--- config.mk ---
export PLATFORM = sky130hd
export DESIGN_NAME = stop_wake_ctrl
export DESIGN_NICKNAME = d
export VERILOG_FILES = /design/src/rtl/swc_pkg.sv /design/src/rtl/swc_opt_reg.sv /design/src/rtl/swc_resume_timer.sv /design/src/rtl/swc_clk_monitor.sv /design/src/rtl/swc_irq_cond.sv /design/src/rtl/stop_wake_ctrl.sv
export SDC_FILE = /design/constraint.sdc
export NUM_CORES = 1
export LEC_CHECK = 0
export BUFFER_PORTS_ARGS = -buffer_cell sky130_fd_sc_hd__buf_2
export CORE_AREA = 5 5 68 58
export CTS_BUF_LIST = sky130_fd_sc_hd__clkbuf_16
export DETAILED_ROUTE_END_ITERATION = 16
export DIE_AREA = 0 0 73 63
export GPL_ROUTABILITY_DRIVEN = 0
export HOLD_SLACK_MARGIN = 0.06
export PLACE_DENSITY = 0.86
export SYNTH_ARGS = -nofsm -noshare
export SYNTH_HDL_FRONTEND = slang
export SYNTH_SLANG_ARGS = --single-unit
--- constraint.sdc ---
create_clock -name clk -period 1.6 [get_ports clk]
set_clock_uncertainty 0.05 [all_clocks]
set_input_delay 0.16 -clock clk [delete_from_list [all_inputs] [get_ports clk]]
set_output_delay 0.16 -clock clk [all_outputs]
set_load 0.02 [all_outputs]
--- src/rtl/swc_pkg.sv ---
// Shared types for the stop-state wake and clock supervisor.
// Assumes nothing beyond IEEE 1800-2017 packages.
package swc_pkg;

    typedef enum logic [1:0] {
        ST_RUN  = 2'd0,
        ST_STOP = 2'd1,
        ST_WAIT = 2'd2
    } swc_state_e;

    typedef struct packed {
        logic long_dly;
        logic mon_en;
        logic mon_force;
        logic edge_sel;
    } swc_opt_t;

endpackage

--- src/rtl/swc_opt_reg.sv ---
// Option byte. Stores the whole write byte and makes the force bit sticky
// until reset. Decodes the four control fields at parameterized positions.
// Assumes the bit positions are distinct and below DATA_W.
module swc_opt_reg
    import swc_pkg::*;
#(
    parameter int DATA_W    = 8,
    parameter int BIT_DLY   = 0,
    parameter int BIT_MEN   = 1,
    parameter int BIT_FORCE = 2,
    parameter int BIT_EDGE  = 3
) (
    input  logic              clk,
    input  logic              rst_n,
    input  logic              wr_en,
    input  logic [DATA_W-1:0] wr_data,
    output logic [DATA_W-1:0] opt_q,
    output swc_opt_t          opt
);

    localparam logic [DATA_W-1:0] RST_VAL    = DATA_W'(1) << BIT_DLY;
    localparam logic [DATA_W-1:0] FORCE_MASK = DATA_W'(1) << BIT_FORCE;

    logic [DATA_W-1:0] q;

    // Register update: load on strobe, force bit only accumulates.
    always_ff @(posedge clk) begin
        if (!rst_n) begin
            q <= RST_VAL;
        end else if (wr_en) begin
            q <= wr_data | (q & FORCE_MASK);
        end
    end

    // Field decode for the rest of the block.
    always_comb begin
        opt_q          = q;
        opt.long_dly   = q[BIT_DLY];
        opt.mon_en     = q[BIT_MEN];
        opt.mon_force  = q[BIT_FORCE];
        opt.edge_sel   = q[BIT_EDGE];
    end

    a_r4_force_sticky: assert property (@(posedge clk) disable iff (!rst_n)
        opt.mon_force |=> opt.mon_force);

    a_r9_hold_without_write: assert property (@(posedge clk) disable iff (!rst_n)
        !wr_en |=> $stable(opt_q));

endmodule

--- src/rtl/swc_resume_timer.sv ---
// Run / stop / wait sequencer. A wake from stop or reset starts a count of
// LONG_CNT or SHORT_CNT cycles. The choice is latched when the wake is
// accepted. Assumes SHORT_CNT >= 1 and LONG_CNT >= SHORT_CNT.
module swc_resume_timer
    import swc_pkg::*;
#(
    parameter int LONG_CNT  = 4064,
    parameter int SHORT_CNT = 4
) (
    input  logic clk,
    input  logic rst_n,
    input  logic long_sel,
    input  logic stop_req,
    input  logic wake,
    output logic resume,
    output logic stopped
);

    localparam int CW = $clog2(LONG_CNT + 1);
    localparam logic [CW-1:0] LONG_LAST  = CW'(LONG_CNT - 1);
    localparam logic [CW-1:0] SHORT_LAST = CW'(SHORT_CNT - 1);

    swc_state_e    st;
    logic [CW-1:0] cnt;
    logic          lim_long;
    logic [CW-1:0] last;

    // Terminal count for the delay chosen at wake time.
    always_comb last = lim_long ? LONG_LAST : SHORT_LAST;

    // Sequencer: reset behaves as a wake with the long delay.
    always_ff @(posedge clk) begin
        if (!rst_n) begin
            st       <= ST_WAIT;
            cnt      <= '0;
            lim_long <= 1'b1;
        end else begin
            case (st)
                ST_RUN: begin
                    cnt <= '0;
                    if (stop_req) st <= ST_STOP;
                end
                ST_STOP: begin
                    cnt <= '0;
                    if (wake) begin
                        st       <= ST_WAIT;
                        lim_long <= long_sel;
                    end
                end
                ST_WAIT: begin
                    if (cnt == last) begin
                        st  <= ST_RUN;
                        cnt <= '0;
                    end else begin
                        cnt <= cnt + 1'b1;
                    end
                end
                default: st <= ST_RUN;
            endcase
        end
    end

    // Status outputs.
    always_comb begin
        resume  = (st == ST_RUN);
        stopped = (st == ST_STOP);
    end

    a_r6_stop_persists: assert property (@(posedge clk) disable iff (!rst_n)
        (st == ST_STOP) && !wake |=> (st == ST_STOP));

    a_r6_run_persists: assert property (@(posedge clk) disable iff (!rst_n)
        (st == ST_RUN) && !stop_req |=> (st == ST_RUN));

    a_r2_count_bound: assert property (@(posedge clk) disable iff (!rst_n)
        (st == ST_WAIT) |-> (cnt <= LONG_LAST));

endmodule

--- src/rtl/swc_clk_monitor.sv ---
// Clock supervisor. Synchronizes mon_clk and counts bus cycles since its
// last transition. Flags failure once the count passes LIMIT. Assumes
// mon_clk is much slower than clk.
module swc_clk_monitor #(
    parameter int LIMIT = 64
) (
    input  logic clk,
    input  logic rst_n,
    input  logic mon_clk,
    input  logic active,
    output logic fail
);

    localparam int CW = $clog2(LIMIT + 2);
    localparam logic [CW-1:0] SAT = CW'(LIMIT + 1);

    logic [2:0]    sync;
    logic          edge_seen;
    logic [CW-1:0] gap;

    // Synchronizer plus one history stage for edge detection.
    always_ff @(posedge clk) begin
        if (!rst_n) sync <= '0;
        else        sync <= {sync[1:0], mon_clk};
    end

    always_comb edge_seen = sync[2] ^ sync[1];

    // Saturating gap counter, cleared when idle or on a transition.
    always_ff @(posedge clk) begin
        if (!rst_n || !active || edge_seen) gap <= '0;
        else if (gap != SAT)                gap <= gap + 1'b1;
    end

    always_comb fail = active && (gap == SAT);

    a_r5_edge_restarts: assert property (@(posedge clk) disable iff (!rst_n)
        active && edge_seen |=> !fail);

    a_r5_rise_needs_quiet: assert property (@(posedge clk) disable iff (!rst_n)
        $rose(fail) |-> $past(active) && !$past(edge_seen));

endmodule

--- src/rtl/swc_irq_cond.sv ---
// Interrupt pin conditioner. A two-flop synchronizer is followed by a
// falling-edge detector with a pending latch. Level mode passes the
// synchronized pin through. Assumes irq_n is asynchronous and active low.
module swc_irq_cond (
    input  logic clk,
    input  logic rst_n,
    input  logic irq_n,
    input  logic edge_sel,
    input  logic clr,
    output logic req
);

    logic [2:0] s;
    logic       fall;
    logic       pend;

    // Synchronizer and history stage, idle high.
    always_ff @(posedge clk) begin
        if (!rst_n) s <= '1;
        else        s <= {s[1:0], irq_n};
    end

    always_comb fall = s[2] & ~s[1];

    // Pending latch: a new edge wins over a simultaneous clear.
    always_ff @(posedge clk) begin
        if (!rst_n) pend <= 1'b0;
        else        pend <= (pend & ~clr) | fall;
    end

    always_comb req = edge_sel ? pend : ~s[1];

    a_r7_pend_holds: assert property (@(posedge clk) disable iff (!rst_n)
        pend && !clr |=> pend);

    a_r7_clear_works: assert property (@(posedge clk) disable iff (!rst_n)
        clr && !fall |=> !pend);

endmodule

--- src/rtl/stop_wake_ctrl.sv ---
// Top level: option byte, resume sequencer, clock supervisor and interrupt
// conditioner. Assumes a single bus clock and synchronous active-low reset.
module stop_wake_ctrl
    import swc_pkg::*;
#(
    parameter int DATA_W    = 8,
    parameter int LONG_CNT  = 4064,
    parameter int SHORT_CNT = 4,
    parameter int MON_LIMIT = 64,
    parameter int BIT_DLY   = 0,
    parameter int BIT_MEN   = 1,
    parameter int BIT_FORCE = 2,
    parameter int BIT_EDGE  = 3
) (
    input  logic              clk,
    input  logic              rst_n,
    input  logic              wr_en,
    input  logic [DATA_W-1:0] wr_data,
    output logic [DATA_W-1:0] opt_q,
    input  logic              stop_req,
    input  logic              irq_n,
    input  logic              irq_clr,
    input  logic              mon_clk,
    output logic              resume,
    output logic              stopped,
    output logic              irq_req,
    output logic              cfail_req
);

    swc_opt_t opt;
    logic     mon_active;

    swc_opt_reg #(
        .DATA_W(DATA_W), .BIT_DLY(BIT_DLY), .BIT_MEN(BIT_MEN),
        .BIT_FORCE(BIT_FORCE), .BIT_EDGE(BIT_EDGE)
    ) u_opt (
        .clk(clk), .rst_n(rst_n), .wr_en(wr_en), .wr_data(wr_data),
        .opt_q(opt_q), .opt(opt)
    );

    swc_irq_cond u_irq (
        .clk(clk), .rst_n(rst_n), .irq_n(irq_n), .edge_sel(opt.edge_sel),
        .clr(irq_clr), .req(irq_req)
    );

    swc_resume_timer #(
        .LONG_CNT(LONG_CNT), .SHORT_CNT(SHORT_CNT)
    ) u_tmr (
        .clk(clk), .rst_n(rst_n), .long_sel(opt.long_dly), .stop_req(stop_req),
        .wake(irq_req), .resume(resume), .stopped(stopped)
    );

    // Supervision is on when forced or enabled.
    always_comb mon_active = opt.mon_force | opt.mon_en;

    swc_clk_monitor #(
        .LIMIT(MON_LIMIT)
    ) u_mon (
        .clk(clk), .rst_n(rst_n), .mon_clk(mon_clk), .active(mon_active),
        .fail(cfail_req)
    );

    a_r6_exclusive_state: assert property (@(posedge clk) disable iff (!rst_n)
        !(resume && stopped));

    a_r5_idle_quiet: assert property (@(posedge clk) disable iff (!rst_n)
        !opt_q[BIT_FORCE] && !opt_q[BIT_MEN] |-> !cfail_req);

endmodule

==> summary.txt, run 1 <==
Timing
  • Crit path time final: between 1.5 and 2 ns
  • Fmax: 0.608 GHz
  • Worst setup margin: -0.0441 ns
  • Final Cycle Share: 103%
  • Final Hold Fails: 0
  • Final setup fails: 1
  • Tightest Pin Transition: 0.330 ns
  • Pins Over Slew Limit: 0
  • RSZ-0062 raised after global routing: yes
  • Max_slew headroom: 77.8%

Final layout
  • Fillers: 215
  • Commonest non-fill, non-tap cell in the layout: dfxtp_1
  • Commonest non-fill, non-tap cells in the layout: dfxtp_1, buf_2, buf_4, nor2_1, nand2_1
  • ANT cells: 0
  • P&R area growth vs syn: 37.5%
  • Sequential Area: ~750 um^2
  • Layout cell share with drive strength beyond 1: 32.5%
  • Finished Cell Area: roughly 2300 um^2
  • Cell Count, Final, Fillers Out: 282
  • Layout net count: 257
  • Area of the multi-input gates: 947 um^2

Placed design
  • Area after DPL: 1970 um^2
  • Dpl hpwl: roughly 2600 um
  • Port buffer count: 26
  • Placed insts: 267

Drt
  • DR iter-0 viols: 155
  • Vias/cell: 5.96
  • Detailed Route WL: 5080 um
  • Via count: 1682
  • DR pass1 iterations: 4
  • Detail Route Antenna Nets: 0
  • Routed length per instance: 18.0 um
  • DRC Markers: 0

CTS
  • Cts bufs inserted: 5
  • Clock Latency Late Sink: a little under 0.3 ns
  • Bufs on Longest Clock Path: 2
  • Clock slew seen by the registers of the worst setup and hold paths: 0.06 ns
  • CTS root buf: clkbuf_16
  • Sink Count: 37
  • CTS HTree Levels: 2
  • CTS tree: yes

Outcome
  • Failing checks: setup timing
  • Status: complete, but fails checks

GRT
  • Global Route Usage Sum: between 20% and 30%
  • Vias in the first global route: 1643
  • Congestion Overflow GR: 0
  • First-pass GRT wire length: around 7900 um
  • Pin count of the biggest net entering global routing: 19
  • Initial antenna violation count: 0

Die
  • Die Wd: 73 um
  • # rows: 19
  • Top-Level Pins: 27
  • Starting Density: a little over half
  • Die area: 4600 um^2
  • Die Ht: approximately 63 um
  • Core footprint: 3230 um^2

Hold path
  • Worst hold endpoint: u_opt.opt_q[2]
  • Class of the worst hold path: primary input to flip-flop
  • Hold Path Stages: 3
  • Hold path start: wr_data[2]

Synthesis
  • Synth warn: 0
  • Count of cell types in the netlist: 40
  • Post-synth EDFFs: 0
  • Ys async rst share: 0%
  • Cell count after synthesis: 189
  • Top FF cell, synth: dfxtp_1
  • Mapped Nets: 207
  • Register area share after synthesis: 43.8%
  • Syn Area/Cell: 8.94 um^2
  • Synthesized area: roughly 1700 um^2
  • Post-synthesis register bit count: 37

Setup path
  • Worst R2R Start: u_tmr.cnt[3]
  • Critical path class: flip-flop to output port
  • Crit path DAT: 1.43 ns
  • CP Max Fanout: 5
  • Reg2Reg Capture Point: u_tmr.st[1]
  • Setup crit end kind: output port
  • R2R cell count: 6
  • Critical Path RT: 1.39 ns
  • CP Launch Type: flip-flop
  • R2R Setup Slk: 0.04 ns

Pwr
  • Net Sw Frac: 21.4%
  • Pwr/cell area: between 1000 and 1500 nW/um^2
  • Gate power share: 7.5%
  • Total power: approximately 2.5 mW
  • Register share of total power: roughly two fifths
  • Leakage: 1.01 nW
  • Cell-internal power: between 1.5 and 2 mW
  • VDD IR max: 1.02 mV
  • P_sw: 0.528 mW
  • Clock power frac: 53.0%

Job
  • Maxcap violations: 0
-- worst max-delay path, stage by stage, from the launching register on --
cell and delay [ns]:
dfxtp_4 0.36, inv_2 0.06, ha_4 0.11, nor4b_4 0.19, nand3b_1 0.16, nor2_1 0.13
buf_4 0.14
-- cells in the mapped netlist (2+ instances only) --
master	count	area share, %
o31ai_1	3	1.3
a211oi_1	2	0.89
nor4_1	4	1.5
a31oi_1	2	0.74
nand3b_1	2	0.89
nor2_1	17	3.8
nor3_1	2	0.59
xor2_1	6	3.1
nand3_2	2	1.2
nor2b_1	10	3.7
nand4_1	3	1.1
nand2_1	14	3.1
o311ai_0	2	1.0
and2_1	8	3.0
nand3_1	13	3.8
nand2b_1	4	1.5
buf_4	4	1.8
mux2i_1	7	4.1
dfxtp_1	37	44
xnor2_1	3	1.6
inv_1	5	1.1
clkbuf_1	6	1.3
a21oi_1	2	0.59
o21ai_0	2	0.59
ha_1	3	2.2
or3_1	3	1.1
nor4b_1	2	1.0
a22oi_1	2	0.89
o22ai_1	5	1.9
and3_1	4	1.5
-- power by group through the flow --
stage / clock [mW] / combinational (mW) / sequential (mW)
finish: 1.31 / 0.185 / 0.972
global route: 1.36 / 0.203 / 0.973
CTS: 1.29 / 0.174 / 0.966
detailed placement: 0 / 0.157 / 0.985
global placement: 0 / 0.154 / 0.984
floorplan: 0 / 0.0862 / 0.997
-- cells by family (layout without fill, tap and decap cells) --
logic type,count (synthesis),in the layout,synth area share (%)
buffers and inverters,17,68,5.11
AO/OA/AOI/OAI,25,25,10.9
adder cells (fa/ha/maj),3,3,2.22
flip-flops,37,37,43.8
AND/OR/NAND/NOR,91,91,29.2
XOR/XNOR,9,9,4.66
multiplexers,7,7,4.15
-- worst max-delay path by stage --
stage,startpoint,endpoint,slack (ns),cells after the start
final,u_mon.gap[1],cfail_req,-0.04,6
after floorplan,u_tmr.st[0],u_tmr.lim_long,0.13,5
after detailed placement,u_tmr.cnt[0],u_tmr.cnt[6],-0.33,4
after CTS,u_mon.gap[1],cfail_req,0.003,6
after global routing,u_mon.gap[1],cfail_req,-0.17,6
after global placement,u_tmr.cnt[0],u_tmr.st[1],-0.32,4
-- per-layer routing --
metal / vias to the layer above / GRT usage (%) / share of wire [%]
met4: 0 / 8.29 / 3.3
met1: 798 / 27.0 / 40
met2: 97 / 35.7 / 49
met3: 23 / 6.75 / 7.9
li1: 764 / - / -
met5: - / 0 / 0
-- registers in the layout, summed over array words and instances, names as in the netlist --
signal	count
u_irq.pend	1
u_irq.s	3
u_mon.gap	7
u_mon.sync	3
u_opt.opt_q	8
u_tmr.cnt	12
u_tmr.lim_long	1
u_tmr.st	2
-- timing repair --
action	4_1_cts	5_1_grt
hold buffers	4	0
hold endpoints to repair	4	0
resized for setup	9	13
endpoints found under the setup margin	13	12
pin swaps	4	2
buffers inserted	3	0
-- per-stage QoR --
stage | hold WS, ns | util (%) | worst slack [ns] | TNS (ns)
finish | 0.0782 | 71.9 | -0.0441 | -0.0441
global route | 0.0993 | 71.9 | -0.169 | -0.438
CTS | 0.0827 | 70.6 | 0.00308 | 0
detailed placement | 0.304 | 61.0 | -0.332 | -3.47
global placement | 0.298 | 61.0 | -0.317 | -3.20
floorplan | 0.211 | - | 0.127 | 0
-- area by class of cell --
type,instances,share of cell area [%]
clock inverter,3,2.96
clock buffer,5,5.38
multi-input combinational,135,40.7
sequential,37,32.2
timing repair buffer,55,15.7
tap,42,2.26
inverter,5,0.807
Note: power is estimated with default switching activity, not from simulation.
==> run 2: changes to the inputs <==
- ABC_AREA: unset -> 1
- CELL_PAD_IN_SITES_DETAIL_PLACEMENT: unset -> 2
- CELL_PAD_IN_SITES_GLOBAL_PLACEMENT: unset -> 2
- CORE_AREA: 5 5 68 58 -> 5 5 94 79
- DIE_AREA: 0 0 73 63 -> 0 0 99 84
- PLACE_DENSITY: 0.86 -> 0.87
- SYNTH_HIERARCHICAL: unset -> 1
==> summary.txt, run 2 <==
Final layout
  • Commonest non-fill, non-tap cell in the layout: nand2_1
  • Cell Count, Final, Fillers Out: 406
  • P&R area growth vs syn: 24.0%
  • Util after Layout: between 30% and 40%
  • Sequential Area: 754 um^2
  • Largest register FFs: 12
  • Layout net count: 337
  • Fillers: 733
  • Commonest non-fill, non-tap cells in the layout: nand2_1, inv_1, nor2_1, dfxtp_1, buf_2
  • Layout cell share with drive strength beyond 1: 23.5%
  • Area of the multi-input gates: roughly 960 um^2
  • Most flop-heavy register: u_tmr/cnt
  • ANT cells: 0

Placed design
  • Pre-CTS WS: 0.116 ns
  • Dpl hpwl: between 4000 and 5000 um
  • Port buffer count: 26
  • Placed insts: 392

Timing
  • Worst setup margin: 0.0538 ns
  • Pins Over Slew Limit: 0
  • Crit path time final: 1.55 ns
  • Final Cycle Share: 96.6%
  • Final Hold Slack: 0.0806 ns
  • Max_slew headroom: 70.2%
  • Final setup fails: 0
  • Final Hold Fails: 0
  • Fmax: approximately 0.65 GHz
  • Setup TNS Final: 0 ns
  • Tightest Pin Transition: 0.446 ns

Synthesis
  • Ys async rst share: 0%
  • Synth area leader: dfxtp_1
  • Most frequent cell after synthesis: nand2_1
  • Top post-synthesis cells by area: dfxtp_1, nand2_1, inv_1, nor2_1, nand3_1
  • Cell count after synthesis: between 200 and 300
  • Top FF cell, synth: dfxtp_1
  • Synth warn: 6
  • Syn Area/Cell: about 6.7 um^2
  • Top-area cell type share of the netlist area: 38.9%
  • Count of cell types in the netlist: 29
  • Post-synthesis register bit count: 37
  • Register area share after synthesis: 38.9%
  • Synthesized area: 1910 um^2
  • Synth cell count leaders: nand2_1, inv_1, nor2_1
  • Mapped Nets: 302
  • Post-synth EDFFs: 0

Setup path
  • Crit-path leading delay family: simple AND/OR/NAND/NOR gates
  • Crit path DAT: between 1.5 and 2 ns
  • CP bufs+invs: 2
  • Reg2Reg Capture Point: u_tmr/cnt[1]
  • R2R Setup Slk: ~0.054 ns
  • Crit-path cells: ha_2, inv_1, a21oi_2, nand3_2, nand2_4, inv_4, nand2_1, a21oi_1
  • Setup crit end kind: flip-flop
  • Crit-path slowest cell: dfxtp_2
  • CP Launch Type: flip-flop
  • Worst R2R Start: u_tmr/cnt[0]
  • Critical path class: flip-flop to flip-flop
  • Max incr delay on CP: 0.36 ns
  • Critical Path RT: between 1.5 and 2 ns
  • CP Max Fanout: 9
  • R2R cell count: 8

Pwr
  • Leakage: 1.05 nW
  • Gate power share: 9.1%
  • Pwr/cell area: about 900 nW/um^2
  • Cell-internal power: 1.58 mW
  • Clock power frac: 44.0%
  • Register share of total power: 46.8%
  • P_sw: approximately 0.51 mW
  • Net Sw Frac: 24.5%
  • VDD IR max: 0.393 mV

Drt
  • Detail Route Antenna Nets: 0
  • Routed length per instance: 17.4 um
  • DR pass1 iterations: 4
  • Via count: a little under 2000
  • Detailed Route WL: roughly 7000 um
  • DRC Markers: 0
  • Vias/cell: 4.86
  • DR iter-0 viols: 49

Die
  • Top-Level Pins: 27
  • Die Wd: a little under 100 um
  • # rows: 27
  • Die Ht: 84 um
  • Starting Density: about 29%
  • Core footprint: 6520 um^2
  • Die area: just over 8000 um^2

GRT
  • First-pass GRT wire length: 11600 um
  • Vias in the first global route: 2226
  • Initial antenna violation count: 0
  • Pin count of the biggest net entering global routing: 16
  • Congestion Overflow GR: 0
  • Global Route Usage Sum: 18.0%

CTS
  • Clock Latency Late Sink: 0.28 ns
  • CTS tree: yes
  • CTS root buf: clkbuf_16
  • Clock slew seen by the registers of the worst setup and hold paths: roughly 0.050 ns
  • Cts bufs inserted: 5
  • CTS HTree Levels: 2
  • Bufs on Longest Clock Path: 2
  • Sink Count: 37

Outcome
  • Status: completed

Hold path
  • Class of the worst hold path: primary input to flip-flop
  • Worst hold endpoint: u_irq/pend
  • Hold Path Stages: 4
  • Hold path start: irq_clr

Job
  • Maxcap violations: 0
run 2: cell types whose count changed in the layout (fill, tap and decap cells not counted), moves of 5 or more:
cell	delta
dfxtp_2	+8
a21oi_1	+12
nor2b_1	-10
dfxtp_1	-7
buf_4	-17
nor2_1	+18
inv_1	+37
and2_1	-7
nand3_1	+8
o22ai_1	-5
nor2_2	+5
mux2i_1	-7
nand2_1	+65
run 2: metrics by stage:
step                      cell area, um^2  total power [mW]
after floorplan                      1910              1.10
after detailed placement             2110              1.16
after global placement               2110              1.15
after CTS                            2340              2.14
after global routing                 2360              2.20
final                                2360              2.10
run 2: cell type report:
type / instances / area share (%)
Sequential cell: 37 / 31.9
Clock inverter: 2 / 0.318
Timing Repair Buffer: 37 / 9.58
Clock buffer: 5 / 5.29
Multi-Input combinational cell: 192 / 40.8
Inverter: 46 / 7.52
Tap cell: 87 / 4.61
run 2: worst max-delay path by stage:
stage,start,endpoint,slack [ns],cells after the start
floorplan,u_opt/opt_q[3],u_tmr/st[0],0.14,6
global placement,u_tmr/lim_long,u_tmr/cnt[0],0.15,8
detailed placement,u_tmr/cnt[6],u_tmr/cnt[0],0.12,8
CTS,u_mon/gap[1],cfail_req,0.01,7
global route,u_tmr/cnt[8],u_tmr/cnt[1],-0.01,9
finish,u_tmr/cnt[0],u_tmr/cnt[1],0.05,8
run 2: per-layer routing:
layer  routed length, um  vias to the layer above  global-route usage [%]
met4                 141                        0                    7.44
li1                    -                      942                       -
met2                3500                       51                    30.9
met3                 311                       10                    3.76
met1                3090                      970                    21.7
met5                   0                        -                       0
run 2: logic make-up (layout without fill, tap and decap cells):
family / count (synthesis) / in the layout / share of synthesized area [%]
AOI/OAI and AO/OA: 27 / 27 / 7.88
and+or+nand+nor: 155 / 155 / 35.8
DFF: 37 / 37 / 38.9
xor gates and xnor gates: 7 / 7 / 3.22
buffers and inverters: 55 / 90 / 12.3
adders and majority gates: 3 / 3 / 1.97
run 2: worst reg2reg max path, cell delays in order (launching register included):
cell and delay, ns:
dfxtp_2 0.36, ha_2 0.20, inv_1 0.10, a21oi_2 0.17, nand3_2 0.16, nand2_4 0.13, inv_4 0.07, nand2_1 0.09
a21oi_1 0.07
run 2: what timing repair did:
| item | in CTS | in global routing |
|---|---|---|
| hold endpoints to repair | 3 | 0 |
| gates cloned | 0 | 0 |
| endpoints found under the setup margin | 10 | 12 |
| gates resized for setup | 16 | 9 |
| pin swaps | 4 | 1 |
| hold buffers | 3 | 0 |
| buffers inserted | 4 | 0 |
run 2: power groups by stage:
stage	clock, mW	sequential [mW]	combinational [mW]
after global routing	1.01	0.985	0.213
after detailed placement	0	0.995	0.166
after global placement	0	0.993	0.155
final	0.923	0.981	0.191
after CTS	0.964	0.981	0.192
after floorplan	0	0.996	0.104
